==> src/rtl/mem_bist_engine.sv <==
`timescale 1ns/1ps
module mem_bist_engine #(
  parameter int DATA_W = 32,
  parameter int CNT_W  = 32,
  parameter int ADDR_W = 8,
  parameter int CLK_HZ = 100_000_000
) (
  input  logic              clk,
  input  logic              rst_n,
  input  logic              reg_wr,
  input  logic [ADDR_W-1:0] reg_addr,
  input  logic [31:0]       reg_wdata,
  output logic [31:0]       reg_rdata,
  output logic              tx_valid,
  input  logic              tx_ready,
  output logic [DATA_W-1:0] tx_data,
  input  logic              rx_valid,
  output logic              rx_ready,
  input  logic [DATA_W-1:0] rx_data
);
  localparam int BSH = $clog2(DATA_W / 8);

  logic             running, run_cont, cont_cfg;
  logic [CNT_W-1:0] byte_cnt, run_words, tx_idx, rx_idx;
  logic [CNT_W-1:0] tx_cnt, rx_cnt, cyc_cnt, err_cnt;

  wire ctrl_wr = reg_wr && reg_addr == ADDR_W'(8'h30);
  wire halt    = ctrl_wr && reg_wdata[1];
  wire go      = ctrl_wr && reg_wdata[0] && !reg_wdata[1] && !running;
  wire clr     = ctrl_wr && reg_wdata[2];
  wire tx_fire = tx_valid && tx_ready;
  wire rx_fire = rx_valid && rx_ready;
  wire bad     = rx_fire && rx_data != rx_idx[DATA_W-1:0];
  wire done    = running && !run_cont && tx_idx == run_words && rx_idx == run_words;

  assign tx_valid = running && (run_cont || tx_idx < run_words);
  assign tx_data  = tx_idx[DATA_W-1:0];
  assign rx_ready = running;

  always_ff @(posedge clk) begin
    if (!rst_n) begin
      running   <= 1'b0;
      run_cont  <= 1'b0;
      cont_cfg  <= 1'b0;
      byte_cnt  <= '0;
      run_words <= '0;
      tx_idx    <= '0;
      rx_idx    <= '0;
      tx_cnt    <= '0;
      rx_cnt    <= '0;
      cyc_cnt   <= '0;
      err_cnt   <= '0;
    end else begin
      if (ctrl_wr) cont_cfg <= reg_wdata[3];
      if (reg_wr && reg_addr == ADDR_W'(8'h04)) byte_cnt <= CNT_W'(reg_wdata);

      if (go) begin
        running   <= 1'b1;
        run_cont  <= reg_wdata[3];
        run_words <= byte_cnt >> BSH;
        tx_idx    <= '0;
        rx_idx    <= '0;
      end else begin
        if (halt || done) running <= 1'b0;
        if (tx_fire) tx_idx <= tx_idx + 1'b1;
        if (rx_fire) rx_idx <= rx_idx + 1'b1;
      end

      if (go || clr) begin
        tx_cnt  <= '0;
        rx_cnt  <= '0;
        cyc_cnt <= '0;
        err_cnt <= '0;
      end else begin
        if (tx_fire) tx_cnt  <= tx_cnt + 1'b1;
        if (rx_fire) rx_cnt  <= rx_cnt + 1'b1;
        if (running) cyc_cnt <= cyc_cnt + 1'b1;
        if (bad)     err_cnt <= err_cnt + 1'b1;
      end
    end
  end

  always_comb begin
    case (reg_addr)
      ADDR_W'(8'h00): reg_rdata = {31'd0, running};
      ADDR_W'(8'h04): reg_rdata = 32'(byte_cnt);
      ADDR_W'(8'h08): reg_rdata = 32'(tx_cnt);
      ADDR_W'(8'h0C): reg_rdata = 32'(rx_cnt);
      ADDR_W'(8'h10): reg_rdata = 32'(cyc_cnt);
      ADDR_W'(8'h14): reg_rdata = 32'(err_cnt);
      ADDR_W'(8'h18): reg_rdata = 32'(CLK_HZ);
      ADDR_W'(8'h30): reg_rdata = {28'd0, cont_cfg, 3'd0};
      default:        reg_rdata = 32'd0;
    endcase
  end
endmodule

==> config.mk <==
export PLATFORM = sky130hd
export DESIGN_NAME = mem_bist_engine
export DESIGN_NICKNAME = d
export VERILOG_FILES = /design/src/rtl/mem_bist_engine.sv
export SDC_FILE = /design/constraint.sdc
export NUM_CORES = 1
export LEC_CHECK = 0
export BUFFER_PORTS_ARGS = -buffer_cell sky130_fd_sc_hd__buf_2
export CELL_PAD_IN_SITES_DETAIL_PLACEMENT = 1
export CELL_PAD_IN_SITES_GLOBAL_PLACEMENT = 1
export CORE_MARGIN = 4
export CORE_UTILIZATION = 46
export CTS_CLUSTER_SIZE = 14
export DETAILED_ROUTE_END_ITERATION = 10
export PLACE_DENSITY_LB_ADDON = 0.08
export SLEW_MARGIN = 30
export SYNTH_ARGS = -nofsm -noshare
export SYNTH_HDL_FRONTEND = slang
export SYNTH_SLANG_ARGS = --single-unit
export TNS_END_PERCENT = 5
==> constraint.sdc <==
create_clock -name clk -period 9 [get_ports clk]
set_clock_uncertainty 0.2 [all_clocks]
set_input_delay 0.9 -clock clk [delete_from_list [all_inputs] [get_ports clk]]
set_output_delay 0.9 -clock clk [all_outputs]
set_load 0.1 [all_outputs]
==> metrics.cfg, run 1 <==
[routing]
wire_per_inst_um = 23.3
drt_pass1_iterations = 5
ant_nets = 0
drc = 0
drt_iter0_drc = 940
wirelength_um = 50900
viasPerCell = 6.12
vias = 13300

[clocking]
cts_root_buf = clkbuf_16
cts_resized = 0
htreeDepth = 1
clkSlewWorstSetupHoldPaths_ps = 60
clkLatencyLatePin_ps = 560
cts_setup_buffers = 0
hold_buffers = 0
cts_tree = yes
clk_path_buf_depth = 3
numCtsBuffers = 30
cts.sinks = 257

[floorplan]
core_um2 = 28900
std_cell_rows = 62
ioPinCount = 143
chipWidth_um = 180
start_util = 0.470
die_height_um = 180
die_area_um2 = 32400

[yosys]
synthesis.instances = 1690
syn_avg_cell_area_um2 = 8.04
syn-num-nets = 1803
synth.distinct_cells = 59
synth_edf_count = 0
ys_seq_elements = 257
synth_ff_type = dfxtp_1
yosysSeqAreaShare = 0.378
ys_warn_count = 0
async_flop_share = 0
syn-cell-area_um2 = 13600

[setup_path]
cpMostUsedCell = inv_1
cp.required_ps = 7900
criticalPathCategory = flop to output port
path_cells = inv_1, ha_1, and4_1, a221o_1, a211oi_2, o21ai_1, buf_4, inv_1, buf_2
critPathMaxFanout = 20
critPathSlowestCell = buf_2
worstPathArrival_ps = 3580
slowest_delay_ps = 490
crit_buf_inv = 4
end_kind = output port
startpoint_type = flop
crit_family = buffers and inverters

[global_routing]
globalRoute.totalOverflow = 0
grt_start_max_net_pins = 87
antenna_found_initial = 2
track_usage = 0.301
grt_pass1_vias = 13100
grt_pass1_wl_um = 78400

[timing]
slew_violations = 0
relSlewSlack = 0.305
rsz0062_at_grt = no
tightest_slew_ps = 1030
fmax_ghz = 0.213
period_needed_ps = 4680
fin_setup_tns_ps = 0
setup-violations-final = 0
min_period_over_period = 0.520
final_hold_viol_count = 0

[pwr]
max-vdd-ir-drop_uv = 166
p_per_area_nw_per_um2 = 159
p_total_mw = 2.47
leakagePower_nw = 5.60

[placement]
numPortBuffers = 142
dp.final_hpwl_um = 37900
placed_cell_area_um2 = 14500
finalWeightedCongestion = 0.952
dp_cells = 2125

[layout]
layout_common_cells = 257 x dfxtp_1, 237 x nand2_1, 142 x buf_2, 137 x nor2_1, 91 x a21oi_1
utilization = 0.537
fin_nets = 1886
finalNonFillerCells = 2181
drive_gt1_frac = 0.131
design_area_um2 = 15500
area_delta_synth_final_pct = 14.3
final_common_cell = dfxtp_1

[job]
drv_cap = 0

[hold_path]
min_path_type = flop to flop

[run_status]
status = finished, final reports clean

==> state kept, by name, summed over array words and instances (netlist names) <==
| register | flops |
|---|---|
| rx_ready | 1 |
| cont_cfg | 1 |
| tx_cnt | 32 |
| run_words | 30 |
| rx_cnt | 32 |
| run_cont | 1 |
| cyc_cnt | 32 |
| rx_idx | 32 |
| err_cnt | 32 |
| byte_cnt | 32 |
| tx_data | 32 |
==> worst register-to-register path: cells and delay by family (launching register included) <==
kind | cells | cell delay, ps
AOI/OAI and AO/OA | 4 | 1350
buffers and inverters | 2 | 500
DFF | 1 | 430
adders and majority gates | 1 | 310
and+or+nand+nor | 2 | 800
==> cell families after synthesis <==
kind of cell,Yosys count,share of synthesized area
AO/OA/AOI/OAI,332,0.164
XOR/XNOR,165,0.106
adder cells (fa/ha/maj),36,0.0331
buffers and inverters,168,0.0481
flip-flops,257,0.378
multiplexers,5,0.00377
AND/OR/NAND/NOR,727,0.267
==> routing by layer <==
layer,global-route usage,part of all wire,up-vias,wire length (um)
met5,0,0.00026,-,13
met4,0.0786,0.028,2,1410
met3,0.0657,0.085,77,4300
met2,0.470,0.44,434,22500
met1,0.425,0.44,6683,22600
li1,-,-,6142,-
==> cell usage after synthesis (3+ instances only) <==
cell type	n	share of area
xor2_1	89	0.057
nor2b_1	3	0.0014
o2111ai_1	3	0.0019
and2_1	16	0.0074
a21oi_1	91	0.034
a22oi_1	46	0.025
and3_1	28	0.013
buf_2	18	0.0066
o21a_1	10	0.0055
nor2_1	137	0.038
nand3_1	88	0.032
nand2_1	240	0.066
o211ai_1	10	0.0055
nor3_1	19	0.0070
clkbuf_1	73	0.020
xnor2_1	76	0.049
nor4_1	25	0.012
o31ai_1	25	0.014
dfxtp_1	257	0.38
buf_1	12	0.0033
inv_1	64	0.018
nand4_1	49	0.023
o21ai_0	48	0.018
or2_2	4	0.0018
a21boi_0	64	0.035
o31a_1	3	0.0019
mux2i_1	4	0.0029
or3_1	46	0.021
or4_1	32	0.018
and4_1	20	0.013
a222oi_1	18	0.013
ha_1	36	0.033
==> path summary, 6_finish.rpt <==
check / from / slack, ps / cells after the start / endpoint
max: run_words[13] / 4320 / 9 / tx_valid
min: run_words[6] / 300 / 2 / run_words[6]
max reg2reg: run_words[13] / 5320 / 9 / tx_data[16]
min reg2reg: run_words[6] / 300 / 2 / run_words[6]
==> power by group <==
part / switching, mW / total, mW / leakage, nW / internal, mW
sequential: 0.000319 / 1.14 / 2.07 / 1.14
clock: 0.507 / 1.27 / 0.517 / 0.767
combinational: 0.0387 / 0.0597 / 3.01 / 0.0210
==> area by class of cell <==
class / count / area, um2
antenna: 1 / 2.50
clock inverter: 15 / 155
inverter: 64 / 240
multi-input combinational: 1265 / 7830
timing repair buffer: 155 / 808
sequential: 257 / 5140
tap: 384 / 480
fill: 3579 / 13400
clock buffer: 40 / 880
==> stage by stage <==
step / setup WS, ps / hold WS [ps]
2_1_floorplan: 4580 / 243
3_3_place_gp: 4430 / 282
3_5_place_dp: 4510 / 292
4_1_cts: 4320 / 300
5_1_grt: 4120 / 324
6_report: 4320 / 297
(Power assumes the default switching activity.)
==> run 2: changes to the inputs <==
Settings changed: CORE_UTILIZATION 46 to 40.
Clock period 9 ns to 4.23 ns, I/O delays scaled along.
==> run 2 against run 1 <==
  * Cell count rose by 4.8%
  * Die area rose by 14%
  * Cell area rose by 3.0%
  * Total power rose by 110%
  * Highest routed layer is now met4
==> metrics.cfg, run 2 (same netlist as run 1, synthesis figures left out) <==
[run_status]
status = finished, final reports clean

[layout]
final_common_cell = dfxtp_1
area_delta_synth_final_pct = 17.7
fin_nets = 1932
utilization = 0.477
nFillCells = 4088
drive_gt1_frac = 0.127
diodes = 0
layout_common_cells = 257 x dfxtp_1, 238 x nand2_1, 141 x buf_2, 137 x nor2_1, 91 x a21oi_1

[setup_path]
end_kind = output port
critPathSlowestCell = dfxtp_1
timing.rr.end = cyc_cnt[30]
cp.required_ps = 3610
timing.rr.start = rx_ready
worstPathArrival_ps = 3390
critPathMaxFanout = 20
startpoint_type = flop
crit_end = tx_valid
slowest_delay_ps = 500
crit_buf_inv = 3
criticalPathCategory = flop to output port
worstSetupPathDepth = 8
crit_family = compound AO/OA/AOI/OAI gates
rrSetupSlack_ps = 910
reg2regPathDepth = 7
path_cells = ha_1, and4_1, a221o_1, a211oi_2, o21ai_1, buf_4, inv_1, clkbuf_4
crit_path_start = tx_data[14]

[routing]
ant_nets = 0
wl_met1_um = 23500
vias = 13000
wirelength_um = 49900
drc = 0
drt_pass1_iterations = 6
wl_met3_um = 2190
wl_met2_um = 22500
wire_per_inst_um = 21.8
route.top_layer_used = met4
drt_iter0_drc = 1069
viasPerCell = 5.70

[clocking]
clk_path_buf_depth = 3
cts_root_buf = clkbuf_16
cts.sinks = 257
htreeDepth = 1
clkSlewWorstSetupHoldPaths_ps = 60
cts_tree = yes
numCtsBuffers = 31
clkLatencyLatePin_ps = 570

[floorplan]
die_height_um = 192
start_util = 0.405
core_um2 = 33500
ioPinCount = 143
std_cell_rows = 67
die_area_um2 = 37000
chipWidth_um = 192

[pwr]
p_total_mw = 5.19
leakagePower_nw = 5.78
p_per_area_nw_per_um2 = 324
max-vdd-ir-drop_uv = 310

[placement]
dp.final_hpwl_um = 37500
numPortBuffers = 142
place_ws_ps = 753
finalWeightedCongestion = 0.913

[timing]
fin_setup_tns_ps = 0
rsz0062_at_grt = no
tightest_slew_ps = 806
final_hold_viol_count = 0
slew_violations = 0
fmax_ghz = 0.249
fin_ws_ps = 214
worst_hold_slack_ps = 64.4
relSlewSlack = 0.463
min_period_over_period = 0.949
setup-violations-final = 0
period_needed_ps = 4020

[hold_path]
min_path_type = input pin to flop

[global_routing]
track_usage = 0.266
grt_pass1_wl_um = 76600
grt_pass1_vias = 13000
globalRoute.totalOverflow = 0
antenna_found_initial = 0
grt_start_max_net_pins = 67

[job]
drv_cap = 0

==> run 2: cell types whose count changed in the layout (fill, tap and decap cells not counted), sizes merged <==
cell	delta
dlygate4sd3	+32
buf	+12
clkbuf	+8
clkinv	-7
bufinv	-2
clkinvlp	-2
diode	-1
inv	+1
==> run 2: worst min-delay path: cells and delay by family <==
kind            cells  cell delay [ps]
buf+inv             1              180
compound gates      1               60
simple gates        1              110
==> run 2: layer usage <==
metal	GRT usage	vias to the layer above
li1	-	6232
met1	0.378	6452
met2	0.421	261
met3	0.0338	75
met4	0.0831	0
met5	0	-
==> run 2: cell type report <==
| type | instances | area, um2 | share of cell area |
|---|---|---|---|
| clock buffer | 47 | 926 | 0.0578 |
| clock inverter | 5 | 53.8 | 0.00336 |
| tap | 448 | 561 | 0.0350 |
| timing repair buffer | 200 | 1270 | 0.0791 |
| sequential | 257 | 5140 | 0.321 |
| multi-input combinational | 1265 | 7810 | 0.488 |
| inverter | 64 | 240 | 0.0150 |
==> run 2: how the worst min path moves through the flow <==
stage / endpoint / depth (start not counted) / slack, ps / startpoint
2_1_floorplan: byte_cnt[1] / 2 / 240 / byte_cnt[1]
3_3_place_gp: byte_cnt[0] / 2 / 260 / byte_cnt[0]
3_5_place_dp: byte_cnt[0] / 2 / 270 / byte_cnt[0]
4_1_cts: tx_data[1] / 3 / 40 / tx_ready
5_1_grt: tx_data[17] / 3 / 90 / tx_ready
6_report: tx_data[1] / 3 / 60 / tx_ready
==> run 2: where the power goes <==
part / leakage [nW] / switching [mW] / internal [mW]
clock network: 0.485 / 1.06 / 1.55
logic: 3.23 / 0.0883 / 0.0679
registers: 2.07 / 0.000610 / 2.42
total: 5.78 / 1.15 / 4.03
==> run 2: repair_timing <==
| action | CTS | global route |
|---|---|---|
| hold buffers | 32 | 0 |
| setup endpoints to repair | 0 | 1 |
| buffers inserted | 0 | 0 |
| gates resized for setup | 0 | 1 |
| hold endpoints to repair | 34 | 0 |
==> run 2: through the flow <==
step,cells,area [um2]
global placement,2202,14700
floorplan,1690,13600
CTS,2286,16000
finish,2286,16000
detailed placement,2202,14700
global route,2286,16000
